File: config.mk
export PLATFORM = sky130hd
export DESIGN_NAME = pmm_top
export DESIGN_NICKNAME = d
export VERILOG_FILES = /design/src/rtl/pmm_pkg.sv /design/src/rtl/pmm_cfg_regs.sv /design/src/rtl/pmm_pulse_match.sv /design/src/rtl/pmm_change_filter.sv /design/src/rtl/pmm_top.sv
export SDC_FILE = /design/constraint.sdc
export NUM_CORES = 1
export LEC_CHECK = 0
export BUFFER_PORTS_ARGS = -buffer_cell sky130_fd_sc_hd__buf_2
export CAP_MARGIN = 15
export CELL_PAD_IN_SITES_DETAIL_PLACEMENT = 0
export CELL_PAD_IN_SITES_GLOBAL_PLACEMENT = 1
export CORE_MARGIN = 4
export CORE_UTILIZATION = 44
export CTS_BUF_LIST = sky130_fd_sc_hd__clkbuf_2 sky130_fd_sc_hd__clkbuf_4 sky130_fd_sc_hd__clkbuf_8
export DETAILED_ROUTE_END_ITERATION = 8
export PLACE_DENSITY_LB_ADDON = 0.1
export SYNTH_ARGS = -nofsm -noshare
export SYNTH_HDL_FRONTEND = slang
export SYNTH_HIERARCHICAL = 1
export SYNTH_SLANG_ARGS = --single-unit
File: constraint.sdc
create_clock -name clk -period 1.99 [get_ports clk]
set_input_delay 0.2985 -clock clk [delete_from_list [all_inputs] [get_ports clk]]
set_output_delay 0.2985 -clock clk [all_outputs]
set_load 0.02 [all_outputs]
File: src/rtl/pmm_pkg.sv
package pmm_pkg;
  localparam int ADDR_W     = 12;
  localparam int REG_W      = 32;
  localparam int BEAT_W     = 64;
  localparam int NWORD      = BEAT_W / REG_W;
  localparam int NPAT_WORDS = 4 * NWORD;

  localparam logic [ADDR_W-1:0] OFS_CTRL  = 12'hA00;
  localparam logic [ADDR_W-1:0] OFS_TSEN  = 12'hA04;
  localparam logic [ADDR_W-1:0] OFS_WORD0 = 12'hA08;

  // word groups in address order: ts pattern, ts mask, trig pattern, trig mask
  typedef struct packed {
    logic              en;
    logic              toc;
    logic              ts_en;
    logic [BEAT_W-1:0] ts_pat;
    logic [BEAT_W-1:0] ts_msk;
    logic [BEAT_W-1:0] tr_pat;
    logic [BEAT_W-1:0] tr_msk;
  } cfg_t;
endpackage

File: src/rtl/pmm_cfg_regs.sv
module pmm_cfg_regs
  import pmm_pkg::*;
(
  input  logic              clk,
  input  logic              rst_n,
  input  logic              reg_wr,
  input  logic [ADDR_W-1:0] reg_addr,
  input  logic [REG_W-1:0]  reg_wdata,
  output logic [REG_W-1:0]  reg_rdata,
  output cfg_t              cfg
);
  logic [1:0] ctrl_q, ctrl_d;
  logic       tsen_q, tsen_d;
  logic       ctrl_we, tsen_we;
  logic [NPAT_WORDS-1:0][REG_W-1:0] words;

  always_comb begin
    ctrl_we = reg_wr && (reg_addr == OFS_CTRL);
    tsen_we = reg_wr && (reg_addr == OFS_TSEN);
    ctrl_d  = reg_wdata[1:0];
    tsen_d  = reg_wdata[0];
  end

  always_ff @(posedge clk or negedge rst_n) begin
    if (!rst_n) begin
      ctrl_q <= '0;
      tsen_q <= 1'b0;
    end else begin
      if (ctrl_we) ctrl_q <= ctrl_d;
      if (tsen_we) tsen_q <= tsen_d;
    end
  end

  for (genvar i = 0; i < NPAT_WORDS; i++) begin : g_word
    localparam logic [ADDR_W-1:0] W_ADDR = OFS_WORD0 + ADDR_W'(4 * i);
    logic             we;
    logic [REG_W-1:0] q;
    assign we = reg_wr && (reg_addr == W_ADDR);
    always_ff @(posedge clk or negedge rst_n) begin
      if (!rst_n)  q <= '0;
      else if (we) q <= reg_wdata;
    end
    assign words[i] = q;
  end

  always_comb begin
    cfg.en    = ctrl_q[0];
    cfg.toc   = ctrl_q[1];
    cfg.ts_en = tsen_q;
    for (int k = 0; k < NWORD; k++) begin
      cfg.ts_pat[k*REG_W +: REG_W] = words[0*NWORD + k];
      cfg.ts_msk[k*REG_W +: REG_W] = words[1*NWORD + k];
      cfg.tr_pat[k*REG_W +: REG_W] = words[2*NWORD + k];
      cfg.tr_msk[k*REG_W +: REG_W] = words[3*NWORD + k];
    end
  end

  always_comb begin
    reg_rdata = '0;
    if (reg_addr == OFS_CTRL) reg_rdata[1:0] = ctrl_q;
    if (reg_addr == OFS_TSEN) reg_rdata[0]   = tsen_q;
    for (int i = 0; i < NPAT_WORDS; i++)
      if (reg_addr == OFS_WORD0 + ADDR_W'(4 * i)) reg_rdata = words[i];
  end
endmodule

File: src/rtl/pmm_pulse_match.sv
module pmm_pulse_match #(
  parameter int W = 64
) (
  input  logic         clk,
  input  logic         rst_n,
  input  logic         arm,
  input  logic [W-1:0] data,
  input  logic [W-1:0] pat,
  input  logic [W-1:0] msk,
  output logic         pulse
);
  logic hit, pulse_d;

  always_comb begin
    hit     = ~|((data ^ pat) & msk);
    pulse_d = arm & hit;
  end

  always_ff @(posedge clk or negedge rst_n) begin
    if (!rst_n) pulse <= 1'b0;
    else        pulse <= pulse_d;
  end
endmodule

File: src/rtl/pmm_change_filter.sv
module pmm_change_filter #(
  parameter int W = 64
) (
  input  logic         clk,
  input  logic         rst_n,
  input  logic         en,
  input  logic         toc,
  input  logic         valid,
  input  logic [W-1:0] data,
  output logic         out_valid,
  output logic [W-1:0] out_data
);
  logic         hist_q, hist_d;
  logic [W-1:0] last_q;
  logic         fwd;

  always_comb begin
    fwd    = en & valid & (~toc | ~hist_q | (data != last_q));
    hist_d = en ? (hist_q | fwd) : 1'b0;
  end

  always_ff @(posedge clk or negedge rst_n) begin
    if (!rst_n) begin
      hist_q    <= 1'b0;
      last_q    <= '0;
      out_valid <= 1'b0;
      out_data  <= '0;
    end else begin
      hist_q    <= hist_d;
      out_valid <= fwd;
      if (fwd) begin
        last_q   <= data;
        out_data <= data;
      end
    end
  end
endmodule

File: src/rtl/pmm_top.sv
module pmm_top
  import pmm_pkg::*;
(
  input  logic              clk,
  input  logic              rst_n,
  input  logic              reg_wr,
  input  logic [ADDR_W-1:0] reg_addr,
  input  logic [REG_W-1:0]  reg_wdata,
  output logic [REG_W-1:0]  reg_rdata,
  input  logic              beat_valid,
  input  logic [BEAT_W-1:0] beat_data,
  output logic              trig_pulse,
  output logic              ts_req,
  output logic              coll_valid,
  output logic [BEAT_W-1:0] coll_data
);
  cfg_t cfg;
  logic cfg_en, cfg_tsen, arm_tr, arm_ts;

  pmm_cfg_regs u_regs (
    .clk, .rst_n, .reg_wr, .reg_addr, .reg_wdata, .reg_rdata, .cfg
  );

  always_comb begin
    cfg_en   = cfg.en;
    cfg_tsen = cfg.ts_en;
    arm_tr   = cfg_en & beat_valid;
    arm_ts   = arm_tr & cfg_tsen;
  end

  pmm_pulse_match #(.W(BEAT_W)) u_trig (
    .clk, .rst_n, .arm(arm_tr), .data(beat_data),
    .pat(cfg.tr_pat), .msk(cfg.tr_msk), .pulse(trig_pulse)
  );

  pmm_pulse_match #(.W(BEAT_W)) u_tstamp (
    .clk, .rst_n, .arm(arm_ts), .data(beat_data),
    .pat(cfg.ts_pat), .msk(cfg.ts_msk), .pulse(ts_req)
  );

  pmm_change_filter #(.W(BEAT_W)) u_coll (
    .clk, .rst_n, .en(cfg_en), .toc(cfg.toc), .valid(beat_valid),
    .data(beat_data), .out_valid(coll_valid), .out_data(coll_data)
  );
endmodule


# Yosys cells after proc, flatten, opt, wreduce, memory -nomap -nowiden
# Cells that the tools add are included.
[word_totals]
reg_bits = 327
out_inout_bits = 99
word_cells = 65
[classes]
n_eq_ne = 11
mux = 11
bitwise = 14
reduce_logical = 14
[ops]
columns = ["cell", "count"]
rows = [
  ["two-way mux 32 bit", 8],
  ["bitwise AND 64 bit", 2],
  ["OR reduction 64 bit", 2],
  ["bitwise XOR 64 bit", 2],
  ["== test 12 bit (second input constant)", 10],
  ["!= test 64 bit", 1],
  ["logical AND 1 bit", 10],
  ["bitwise AND 1 bit", 5],
  ["bitwise OR 1 bit", 3],
  ["logical NOT 1 bit", 2],
  ["two-way mux 1 bit", 2],
  ["two-way mux 2 bit", 1],
  ["NOT 1 bit", 2],
]

# Depth between registers and ports, before layout
# Gate-level depths: netlist of run 1.
[logic_depth]
word_depth = 11
depth_mapped = 8
mapped_depth_nobuf = 6

# Cells and area by module
# Netlist of run 1, hierarchy kept.
[modules_own_cells]
columns = ["module", "instances", "cells_each", "area_each_um2", "seq_area_each_um2"]
rows = [
  ["pmm_cfg_regs", 1, 959, 12378.1, 6481.2],
  ["pmm_change_filter", 1, 249, 3355.7, 1651.6],
  ["pmm_pulse_match", 2, 107, 918.4, 25.0],
  ["pmm_top", 1, 2, 12.5, 0.0],
]

# Worst setup path before layout of run 1
# Ideal clock, no wire load.
[synth_timing]
path_kind = "input port to output port"
startpoint = "input port reg_addr[1]"
endpoint = "output port reg_rdata[0]"
t_arrival_ns = 2.004
required_time_ns = 1.691
slack_ns = -0.313
path_stages = 6
n_path_buf = 2
cell_sequence = "buf_4 -> nor4b_1 -> nor2b_1 -> buf_2 -> a21oi_1 -> a221oi_1"
[synth_between]
elab_chain_len = 11
elab_cells_between_ends = 20
cone_classes = "eq/ne (10); mux (10)"
[synth_lines]
columns = ["item", "line", "source"]
rows = [
  ["start, declared", "pmm_top.sv:7", "input logic [ADDR_W-1:0] reg_addr,"],
  ["== test 12 bit", "pmm_cfg_regs.sv:60", "if (reg_addr == OFS_CTRL) reg_rdata[1:0] = ctrl_q;"],
  ["two-way mux 2 bit", "pmm_cfg_regs.sv:60", ""],
  ["two-way mux 1 bit", "pmm_cfg_regs.sv:61", "if (reg_addr == OFS_TSEN) reg_rdata[0] = tsen_q;"],
  ["two-way mux 32 bit (7 in a row)", "pmm_cfg_regs.sv:63", "if (reg_addr == OFS_WORD0 + ADDR_W'(4 * i)) reg_rdata = words[i];"],
  ["two-way mux 32 bit (*)", "pmm_cfg_regs.sv:63", ""],
  ["end, declared", "pmm_top.sv:9", "output logic [REG_W-1:0] reg_rdata,"],
]
# Mark *: on every way between the ends. The rest lies on a longest branch, timed or not.

==> results.py, run 1 <==
metrics = {
    "worst_setup_path": {
        "reg2reg_slack_ns": -0.66,
        "timing_worst_setup_path_type": "reg -> reg",
        "crit_arrival_ns": 3.19,
        "start_kind": "register",
        "worstPathRequired_ns": 2.53,
        "path_cells": "xor2_1, nor4_2, nand4_1, nor4_4, buf_4, a31oi_4, buf_12, buf_16, mux2_4",
        "max_stage_delay_ns": 0.45,
        "startpoint": "u_coll/out_data[46]$_DFFE_PN0P_",
        "timing.rr.start": "u_coll/out_data[46]$_DFFE_PN0P_",
        "worstPathMaxFanout": 7,
        "crit_slowest_cell": "nor4_2",
        "crit_path_end_kind": "register",
    },
    "sta": {
        "period_share_pct": 133,
        "drv_slew": 0,
        "rsz0062_at_grt": "true",
        "worst_slew_pin_slew_ns": 0.510,
        "fmax_mhz": 378,
        "finalHoldViolations": 0,
        "fin_crit_ns": 2.65,
        "slew_headroom_pct": 66.0,
        "skew_ns": 0.0254,
        "finalSetupViolations": 100,
        "fin_ws_ns": -0.656,
    },
    "global_route": {
        "grt_max_degree": 63,
        "gr-total-overflow": 0,
        "grt_first_pass_wirelength_um": 111000,
        "grt_usage_pct": 34.3,
        "grt_pass1_vias": 16223,
        "grt_antenna_before_repair": 1,
    },
    "clock_network": {
        "cts_sinks": 327,
        "clk_pin_slew_ns": 0.06,
        "clock_path_buffers": 3,
        "cts_root_buf": "clkbuf_8",
        "h-tree-depth": 2,
        "worstSkewPairLatency_ns": 0.68,
        "cts_tree": "built",
        "cts_buffers": 58,
    },
    "cells_and_area": {
        "fillers": 3165,
        "multiInputGateArea_um2": 9420,
        "stdcell_count": 2667,
        "ff_latch_area_um2": 8190,
        "nets": 2220,
        "drive_above_1_share_pct": 54.1,
        "utilization_pct": 64.9,
        "area_delta_synth_final_pct": 44.3,
    },
    "placed_design": {
        "port_buffers": 210,
        "place_hpwl_um": 54800,
        "place_congestion": 0.981,
        "placed_cells": 2414,
    },
    "pwr": {
        "power_density_nw_per_um2": 592,
        "power_leakage_nw": 13.3,
        "ir_drop_mv": 0.460,
    },
    "route": {
        "wl_um": 76900,
        "drtIter0Drc": 1344,
        "avgViaCountPerCell": 5.89,
        "num_vias": 15707,
        "ant_nets": 0,
        "wl_per_cell_um": 28.8,
        "dr.pass1.iters": 5,
        "drc": 0,
    },
    "synthesis": {
        "synthFlopType": "dfrtp_1",
        "synthTopCellsByArea": "dfrtp_1 (47%), mux2_2 (13%), xor2_1 (7.4%), mux2_4 (5.6%), mux2_1 (3.6%)",
        "syn_area_um2": 17600,
        "avgSynthCellArea_um2": 12.3,
        "ys_warn_count": 6,
        "synth_commonest_cells": "dfrtp_1 (327), mux2_2 (199), xor2_1 (149)",
        "yosysTopAreaCell": "dfrtp_1",
        "ys_seq_area_share_pct": 46.5,
        "yosysUniqueCellTypes": 63,
        "synth_most_common_cell": "dfrtp_1",
        "synth_edf_count": 0,
        "synthDominantCellAreaShare_pct": 46.5,
        "synth.net_count": 1536,
        "ys_ff_latch": 327,
        "async_flop_share_pct": 100,
        "synthCells": 1424,
    },
    "worst_hold_path": {
        "hold_path.class": "in -> reg",
        "min_from": "beat_data[42]",
    },
    "floorplanning": {
        "start_util_pct": 45.0,
        "core_area_um2": 39100,
        "die_w_um": 208,
        "dieArea_um2": 43200,
        "rows": 72,
        "die_h_um": 208,
        "ios": 211,
    },
    "run": {
        "maxCapViolCount": 0,
    },
    "run_status": {
        "violations": "setup timing",
        "status": "complete, but fails checks",
    },
}
[logic make-up after synthesis]
| group | Yosys count | synth area share (%) |
|---|---|---|
| AO/OA/AOI/OAI | 269 | 10.7 |
| multiplexers | 348 | 24.4 |
| flip-flops | 327 | 46.5 |
| buffers and inverters | 104 | 2.92 |
| XOR/XNOR | 174 | 8.67 |
| AND/OR/NAND/NOR | 202 | 6.75 |
[repair_timing]
| action | CTS | global route |
|---|---|---|
| setup endpoints to repair | 100 | 100 |
| pin swaps | 88 | 40 |
| gates cloned | 10 | 3 |
| endpoints found under the hold margin | 551 | 0 |
| hold buffers | 57 | 0 |
| resized for setup | 167 | 46 |
| buffers inserted | 77 | 16 |
[critical path: cells and delay by family, from the launching register on]
family | cells | cell delay, ns
flip-flops | 1 | 0.38
AO/OA/AOI/OAI | 1 | 0.15
buffers and inverters | 3 | 0.55
multiplexers | 1 | 0.30
AND/OR/NAND/NOR | 3 | 0.92
XOR/XNOR | 1 | 0.20
[per-layer routing]
layer	wire length [um]	track usage (%)	part of all wire, %	vias up
li1	-	-	-	6699
met1	31700	45.7	41	8084
met2	35500	54.8	46	727
met3	5630	6.73	7.3	195
met4	4010	15.1	5.2	2
met5	9	0	0.012	-
[per-stage QoR]
stage                     cell area [um2]  total power, W  hold slack (ns)  setup TNS, ns  worst slack (ns)
final                               25400          0.0150           0.0292         -50.56            -0.656
after global routing                25400          0.0155           0.0206         -56.37            -0.712
after CTS                           25000          0.0150          0.00181         -48.98            -0.703
after detailed placement            22000         0.00844            0.199        -124.49             -1.09
after global placement              22000         0.00843            0.200        -113.14             -1.03
after floorplan                     17800         0.00738          0.00291          -6.99            -0.188
[where the power goes]
| group | switching, W | leakage [nW] | internal, W | total [W] |
|---|---|---|---|---|
| registers | 0.0000522 | 4.53 | 0.00672 | 0.00677 |
| logic | 0.00102 | 8.13 | 0.000739 | 0.00176 |
| clock network | 0.00298 | 0.632 | 0.00351 | 0.00649 |
[layout by cell type, fill, tap and decap left out, types with 9 or more instances in the layout]
| cell | instances |
|---|---|
| a21o_1 | 9 |
| a21oi_1 | 28 |
| a21oi_2 | 15 |
| a221oi_1 | 11 |
| a221oi_2 | 10 |
| a22o_1 | 17 |
| a22oi_1 | 37 |
| a22oi_2 | 23 |
| a32o_2 | 12 |
| and3b_1 | 11 |
| buf_12 | 29 |
| buf_16 | 10 |
| buf_2 | 173 |
| buf_4 | 382 |
| buf_6 | 53 |
| clkbuf_4 | 21 |
| clkbuf_8 | 69 |
| dfrtp_1 | 318 |
| dfrtp_2 | 9 |
| dlygate4sd3_1 | 57 |
| inv_1 | 17 |
| mux2_1 | 56 |
| mux2_2 | 199 |
| mux2_4 | 65 |
| mux2i_1 | 13 |
| mux4_2 | 13 |
| nand2_1 | 35 |
| nand2b_1 | 9 |
| nand3_1 | 32 |
| nand3_2 | 9 |
| nand4_1 | 21 |
| nor2_1 | 25 |
| nor2b_1 | 12 |
| o21ai_0 | 22 |
| o21ai_1 | 23 |
| o21ai_2 | 9 |
| o22ai_1 | 22 |
| xnor2_1 | 25 |
| xor2_1 | 148 |
[state kept, by name (all words and copies together) (netlist names)]
| register | cells |
|---|---|
| u_coll/hist_q | 1 |
| u_coll/out_data | 64 |
| u_coll/out_valid | 1 |
| u_regs/ctrl_q | 2 |
| u_regs/g_word.q | 256 |
| u_regs/tsen_q | 1 |
| u_trig/pulse | 1 |
| u_tstamp/pulse | 1 |
[worst paths after layout]
check                                             endpoint  cells after the start
setup / recovery           u_coll/out_data[32]$_DFFE_PN0P_                      9
min in group asynchronous  u_coll/out_data[24]$_DFFE_PN0P_                      2
hold reg to reg                    u_coll/hist_q$_DFF_PN0_                      1
max in group asynchronous        u_regs/tsen_q$_DFFE_PN0P_                      3
hold / removal             u_coll/out_data[42]$_DFFE_PN0P_                      3
setup reg to reg           u_coll/out_data[32]$_DFFE_PN0P_                      9
[cell type report]
class	count	share of cell area, %
diodes	1	0.00986
clock buffers	89	4.34
clock inverters	11	0.301
inverters	18	0.266
multi-input cells	993	37.1
flip-flops and latches	327	32.3
well taps	518	2.55
repair buffers	710	23.1
(Power assumes the default switching activity.)
==> run 2, diff against run 1 <==
--- a/config.mk
+++ b/config.mk
@@ -14,6 +14,7 @@
 export CTS_BUF_LIST = sky130_fd_sc_hd__clkbuf_2 sky130_fd_sc_hd__clkbuf_4 sky130_fd_sc_hd__clkbuf_8
 export DETAILED_ROUTE_END_ITERATION = 8
 export PLACE_DENSITY_LB_ADDON = 0.1
+export SKIP_LAST_GASP = 1
 export SYNTH_ARGS = -nofsm -noshare
 export SYNTH_HDL_FRONTEND = slang
 export SYNTH_HIERARCHICAL = 1
==> results.py, run 2 (synthesis results as in run 1) <==
metrics = {
    "floorplanning": {
        "start_util_pct": 45.0,
        "ios": 211,
        "rows": 72,
        "die_w_um": 208,
        "dieArea_um2": 43200,
        "core_area_um2": 39100,
        "die_h_um": 208,
    },
    "cells_and_area": {
        "drive_above_1_share_pct": 54.0,
        "top_register": "u_regs/g_word.q",
        "final_cell_mix": "buf_4 (391), dfrtp_1 (318), mux2_2 (199), buf_2 (173), xor2_1 (148)",
        "fillers": 3185,
        "largest_register_ffs": 256,
        "nets": 2224,
        "layout_commonest_cell": "buf_4",
        "area_delta_synth_final_pct": 44.3,
        "reg.largest.list": "u_regs/g_word.q (256), u_coll/out_data (64), u_regs/ctrl_q (2)",
    },
    "sta": {
        "period_share_pct": 132,
        "whs_ns": 0.0185,
        "rsz0062_at_grt": "true",
        "finalHoldViolations": 0,
        "slew_headroom_pct": 65.8,
        "fmax_mhz": 379,
        "worst_slew_pin_slew_ns": 0.513,
        "fin_ws_ns": -0.646,
        "fin_crit_ns": 2.64,
        "drv_slew": 0,
        "finalSetupViolations": 100,
        "fin_tns_setup_ns": -50.38,
        "skew_ns": 0.0254,
    },
    "clock_network": {
        "worstSkewPairLatency_ns": 0.69,
        "cts_root_buf": "clkbuf_8",
        "clk_pin_slew_ns": 0.06,
        "cts_tree": "built",
        "cts_buffers": 58,
        "cts_sinks": 327,
        "h-tree-depth": 2,
        "clock_path_buffers": 3,
    },
    "pwr": {
        "swShare_pct": 27.1,
        "power_density_nw_per_um2": 593,
        "p_int_w": 0.0110,
        "pwr-share-clk_pct": 43.3,
        "ir_drop_mv": 0.464,
        "power_leakage_nw": 13.3,
        "comb_power_share_pct": 11.7,
        "p_switching_w": 0.00408,
        "seq_power_share_pct": 45.0,
    },
    "worst_setup_path": {
        "start_kind": "register",
        "reg2reg_depth": 9,
        "crit_arrival_ns": 3.19,
        "critPathTopFamily": "simple AND/OR/NAND/NOR gates",
        "crit_buf_inv": 3,
        "worstPathRequired_ns": 2.54,
        "max_stage_delay_ns": 0.44,
        "timing.rr.start": "u_coll/out_data[46]$_DFFE_PN0P_",
        "crit_path_end_kind": "register",
        "worstPathMaxFanout": 7,
        "reg2reg_slack_ns": -0.65,
        "path_cells": "xor2_1, nor4_2, nand4_1, nor4_4, buf_4, a31oi_4, buf_12, buf_16, mux2_4",
        "timing_worst_setup_path_type": "reg -> reg",
        "r2r_end": "u_coll/out_data[32]$_DFFE_PN0P_",
        "crit_slowest_cell": "nor4_2",
    },
    "worst_hold_path": {
        "min_to": "u_coll/out_data[42]$_DFFE_PN0P_",
        "min_from": "beat_data[42]",
        "worstHoldPathCells": 3,
        "hold_path.class": "in -> reg",
    },
    "route": {
        "wl_per_cell_um": 28.8,
        "num_vias": 15807,
        "wl_um": 76900,
        "drc": 0,
        "dr.pass1.iters": 6,
        "ant_nets": 0,
        "avgViaCountPerCell": 5.92,
        "drtIter0Drc": 1293,
    },
    "global_route": {
        "grt_antenna_before_repair": 1,
        "grt_first_pass_wirelength_um": 111000,
        "grt_usage_pct": 34.3,
        "grt_max_degree": 63,
        "gr-total-overflow": 0,
        "grt_pass1_vias": 16231,
    },
    "run": {
        "maxCapViolCount": 0,
    },
    "placed_design": {
        "place_hpwl_um": 54800,
        "port_buffers": 210,
        "place_congestion": 0.981,
    },
    "run_status": {
        "violations": "setup timing",
        "status": "complete, but fails checks",
    },
}
## run 2: how the worst max path moves through the flow
stage | end | depth (start not counted) | from
6_report | u_coll/out_data[32]$_DFFE_PN0P_ | 9 | u_coll/out_data[46]$_DFFE_PN0P_
5_1_grt | reg_rdata[25] | 6 | u_regs/g_word[5].q[25]$_DFFE_PN0P_
4_1_cts | reg_rdata[25] | 6 | u_regs/g_word[5].q[25]$_DFFE_PN0P_
3_5_place_dp | u_coll/out_data[42]$_DFFE_PN0P_ | 9 | beat_data[46]
3_3_place_gp | u_coll/out_data[46]$_DFFE_PN0P_ | 9 | beat_data[46]
2_1_floorplan | u_coll/out_data[28]$_DFFE_PN0P_ | 8 | u_coll/out_data[9]$_DFFE_PN0P_
## run 2: stage by stage
stage | worst slack (ns) | instances | total power, W | utilization, % | instance area, um2
after floorplan | -0.188 | 1424 | 0.00738 | - | 17800
after global placement | -1.03 | 2414 | 0.00843 | 56.2 | 22000
after detailed placement | -1.09 | 2414 | 0.00844 | 56.2 | 22000
after CTS | -0.703 | 2651 | 0.0150 | 63.9 | 25000
after global routing | -0.712 | 2670 | 0.0155 | 64.9 | 25400
final | -0.646 | 2671 | 0.0150 | 64.9 | 25400
## run 2: worst register-to-register path, stage by stage (launching register included)
cell and delay [ns]:
dfrtp_1 0.39, xor2_1 0.20, nor4_2 0.44, nand4_1 0.21, nor4_4 0.27, buf_4 0.18
a31oi_4 0.15, buf_12 0.21, buf_16 0.16, mux2_4 0.31
## run 2: power by group through the flow
stage	sequential [W]	clock [W]	combinational, W
2_1_floorplan	0.00693	0	0.000450
3_3_place_gp	0.00688	0	0.00154
3_5_place_dp	0.00689	0	0.00155
4_1_cts	0.00677	0.00656	0.00171
5_1_grt	0.00677	0.00686	0.00185
6_report	0.00677	0.00652	0.00176
## run 2: routing by layer
layer | wire length [um] | part of all wire [%] | global-route usage [%]
met4 | 4200 | 5.5 | 15.4
met5 | 9 | 0.012 | 0
met3 | 5670 | 7.4 | 6.57
met1 | 31600 | 41 | 45.7
met2 | 35500 | 46 | 54.8
## run 2: timing repair
item	4_1_cts	5_1_grt
hold buffers	57	0
setup endpoints to repair	100	100
hold endpoints to repair	551	0
cloned	10	3
buffers inserted	77	19
pin swaps	85	56
resized for setup	158	47
## run 2: cell type report
type	count	area [um2]	share of cell area, %
diodes	1	2.50	0.00986
clock buffers	89	1100	4.33
well taps	518	648	2.55
clock inverters	11	76.3	0.301
repair buffers	714	5870	23.1
multi-input cells	993	9420	37.1
flip-flops and latches	327	8190	32.3
inverters	18	67.6	0.266
==> run 3, diff against run 2 <==
--- a/config.mk
+++ b/config.mk
@@ -14,6 +14,7 @@
 export CTS_BUF_LIST = sky130_fd_sc_hd__clkbuf_2 sky130_fd_sc_hd__clkbuf_4 sky130_fd_sc_hd__clkbuf_8
 export DETAILED_ROUTE_END_ITERATION = 8
 export PLACE_DENSITY_LB_ADDON = 0.1
+export RECOVER_POWER = 100
 export SKIP_LAST_GASP = 1
 export SYNTH_ARGS = -nofsm -noshare
 export SYNTH_HDL_FRONTEND = slang
==> results.py, run 3 (synthesis results as in run 1) <==
metrics = {
    "run_status": {
        "status": "complete, but fails checks",
        "violations": "setup timing",
    },
    "clock_network": {
        "worstSkewPairLatency_ns": 0.69,
        "cts_sinks": 327,
        "cts_buffers": 58,
        "h-tree-depth": 2,
        "clk_pin_slew_ns": 0.06,
        "cts_root_buf": "clkbuf_8",
        "cts_tree": "built",
        "clock_path_buffers": 3,
    },
    "global_route": {
        "grt_max_degree": 63,
        "grt_usage_pct": 34.3,
        "grt_pass1_vias": 16231,
        "grt_antenna_before_repair": 1,
        "gr-total-overflow": 0,
        "grt_first_pass_wirelength_um": 111000,
    },
    "worst_setup_path": {
        "reg2reg_slack_ns": -0.65,
        "reg2reg_depth": 9,
        "r2r_end": "u_coll/out_data[32]$_DFFE_PN0P_",
        "worstPathMaxFanout": 7,
        "start_kind": "register",
        "worstPathRequired_ns": 2.53,
        "timing_worst_setup_path_type": "reg -> reg",
        "crit_path_end": "u_coll/out_data[32]$_DFFE_PN0P_",
        "crit_path_end_kind": "register",
        "crit_arrival_ns": 3.19,
        "startpoint": "u_coll/out_data[22]$_DFFE_PN0P_",
        "timing.rr.start": "u_coll/out_data[22]$_DFFE_PN0P_",
    },
    "route": {
        "drc": 0,
        "ant_nets": 0,
        "wl_um": 77100,
        "avgViaCountPerCell": 5.90,
        "wl_per_cell_um": 28.9,
        "drtIter0Drc": 1324,
        "dr.pass1.iters": 6,
        "num_vias": 15747,
    },
    "sta": {
        "fin_crit_ns": 2.64,
        "fmax_mhz": 379,
        "fin_ws_ns": -0.652,
        "drv_slew": 0,
        "period_share_pct": 133,
        "finalSetupViolations": 129,
        "finalHoldViolations": 0,
        "whs_ns": 0.0247,
        "slew_headroom_pct": 39.2,
        "worst_slew_pin_slew_ns": 0.911,
        "rsz0062_at_grt": "true",
        "skew_ns": 0.0316,
    },
    "pwr": {
        "fin_total_pwr_w": 0.0150,
        "ir_drop_mv": 0.461,
        "power_density_nw_per_um2": 598,
        "power_leakage_nw": 12.9,
    },
    "placed_design": {
        "place_hpwl_um": 54800,
        "postPlaceCellArea_um2": 22000,
        "place_congestion": 0.981,
        "place_ws_ns": -1.09,
        "port_buffers": 210,
    },
    "cells_and_area": {
        "fin_area_um2": 25100,
        "layout_commonest_cell": "buf_4",
        "drive_above_1_share_pct": 50.5,
        "area_delta_synth_final_pct": 42.6,
        "top_register": "u_regs/g_word.q",
        "nets": 2224,
        "fillers": 3266,
        "reg.largest.list": "u_regs/g_word.q (256), u_coll/out_data (64), u_regs/ctrl_q (2)",
        "largest_register_ffs": 256,
        "final_cell_mix": "buf_4 (375), dfrtp_1 (318), mux2_2 (199), xor2_1 (148), buf_2 (106)",
    },
    "floorplanning": {
        "start_util_pct": 45.0,
        "die_w_um": 208,
        "die_h_um": 208,
        "dieArea_um2": 43200,
        "rows": 72,
        "core_area_um2": 39100,
        "ios": 211,
    },
    "worst_hold_path": {
        "hold_path.class": "in -> reg",
    },
    "run": {
        "maxCapViolCount": 0,
    },
}
==> run 3: cell count changes in the layout (fill, tap and decap cells not counted), sizes merged <==
| cell | previous run | this run |
|---|---|---|
| buf | 654 | 561 |
| clkbuf | 92 | 185 |
==> run 3: worst min-delay path by stage <==
stage                                 endpoint          start  depth (start not counted)
2_1_floorplan          u_coll/hist_q$_DFF_PN0_          rst_n                          0
3_3_place_gp   u_coll/out_data[24]$_DFFE_PN0P_          rst_n                          1
3_5_place_dp   u_coll/out_data[24]$_DFFE_PN0P_          rst_n                          1
4_1_cts        u_coll/out_data[58]$_DFFE_PN0P_  beat_data[58]                          3
5_1_grt        u_coll/out_data[42]$_DFFE_PN0P_  beat_data[42]                          3
6_report       u_coll/out_data[42]$_DFFE_PN0P_  beat_data[42]                          3
==> run 3: final cells by class <==
cell class / count / area [um2] / share of cell area (%)
clock buffers: 89 / 1100 / 4.39
well taps: 518 / 648 / 2.58
multi-input cells: 993 / 9370 / 37.4
diodes: 1 / 2.50 / 0.00998
clock inverters: 11 / 76.3 / 0.304
inverters: 18 / 67.6 / 0.269
repair buffers: 714 / 5620 / 22.4
flip-flops and latches: 327 / 8190 / 32.7
==> run 3: critical path, stage by stage (launching register included) <==
cell and delay, ns:
dfrtp_1 0.39, xor2_1 0.18, nor4_2 0.44, nand4_1 0.22, nor4_4 0.29, buf_4 0.19
a31oi_4 0.15, buf_12 0.21, buf_16 0.16, mux2_4 0.30
==> run 3: layer usage <==
| layer | GRT usage [%] | part of all wire [%] | up-vias |
|---|---|---|---|
| met5 | 0 | 0.012 | - |
| met4 | 15.4 | 5.4 | 2 |
| met3 | 6.57 | 7.9 | 201 |
| met2 | 54.8 | 46 | 782 |
| met1 | 45.7 | 41 | 8056 |
| li1 | - | - | 6706 |
==> run 3: through the flow <==
stage               cells  util, %  setup TNS [ns]
floorplan            1424        -           -6.99
global placement     2414     56.2         -113.14
detailed placement   2414     56.2         -124.49
CTS                  2651     63.9          -49.11
global route         2670     64.1          -77.44
finish               2671     64.1          -54.15
==> run 3: power by group <==
| part | switching [W] | leakage (nW) | internal, W | total (W) |
|---|---|---|---|---|
| logic | 0.00101 | 7.77 | 0.000712 | 0.00172 |
| clock network | 0.00299 | 0.632 | 0.00351 | 0.00650 |
| registers | 0.0000523 | 4.53 | 0.00672 | 0.00677 |
| total | 0.00406 | 12.9 | 0.0109 | 0.0150 |
==> run 3: timing repair <==
action	4_1_cts	5_1_grt
endpoints found under the hold margin	551	0
cloned	10	3
gates resized for setup	158	47
setup endpoints to repair	100	100
pin swaps	85	56
hold buffers	57	0
setup buffers	77	19
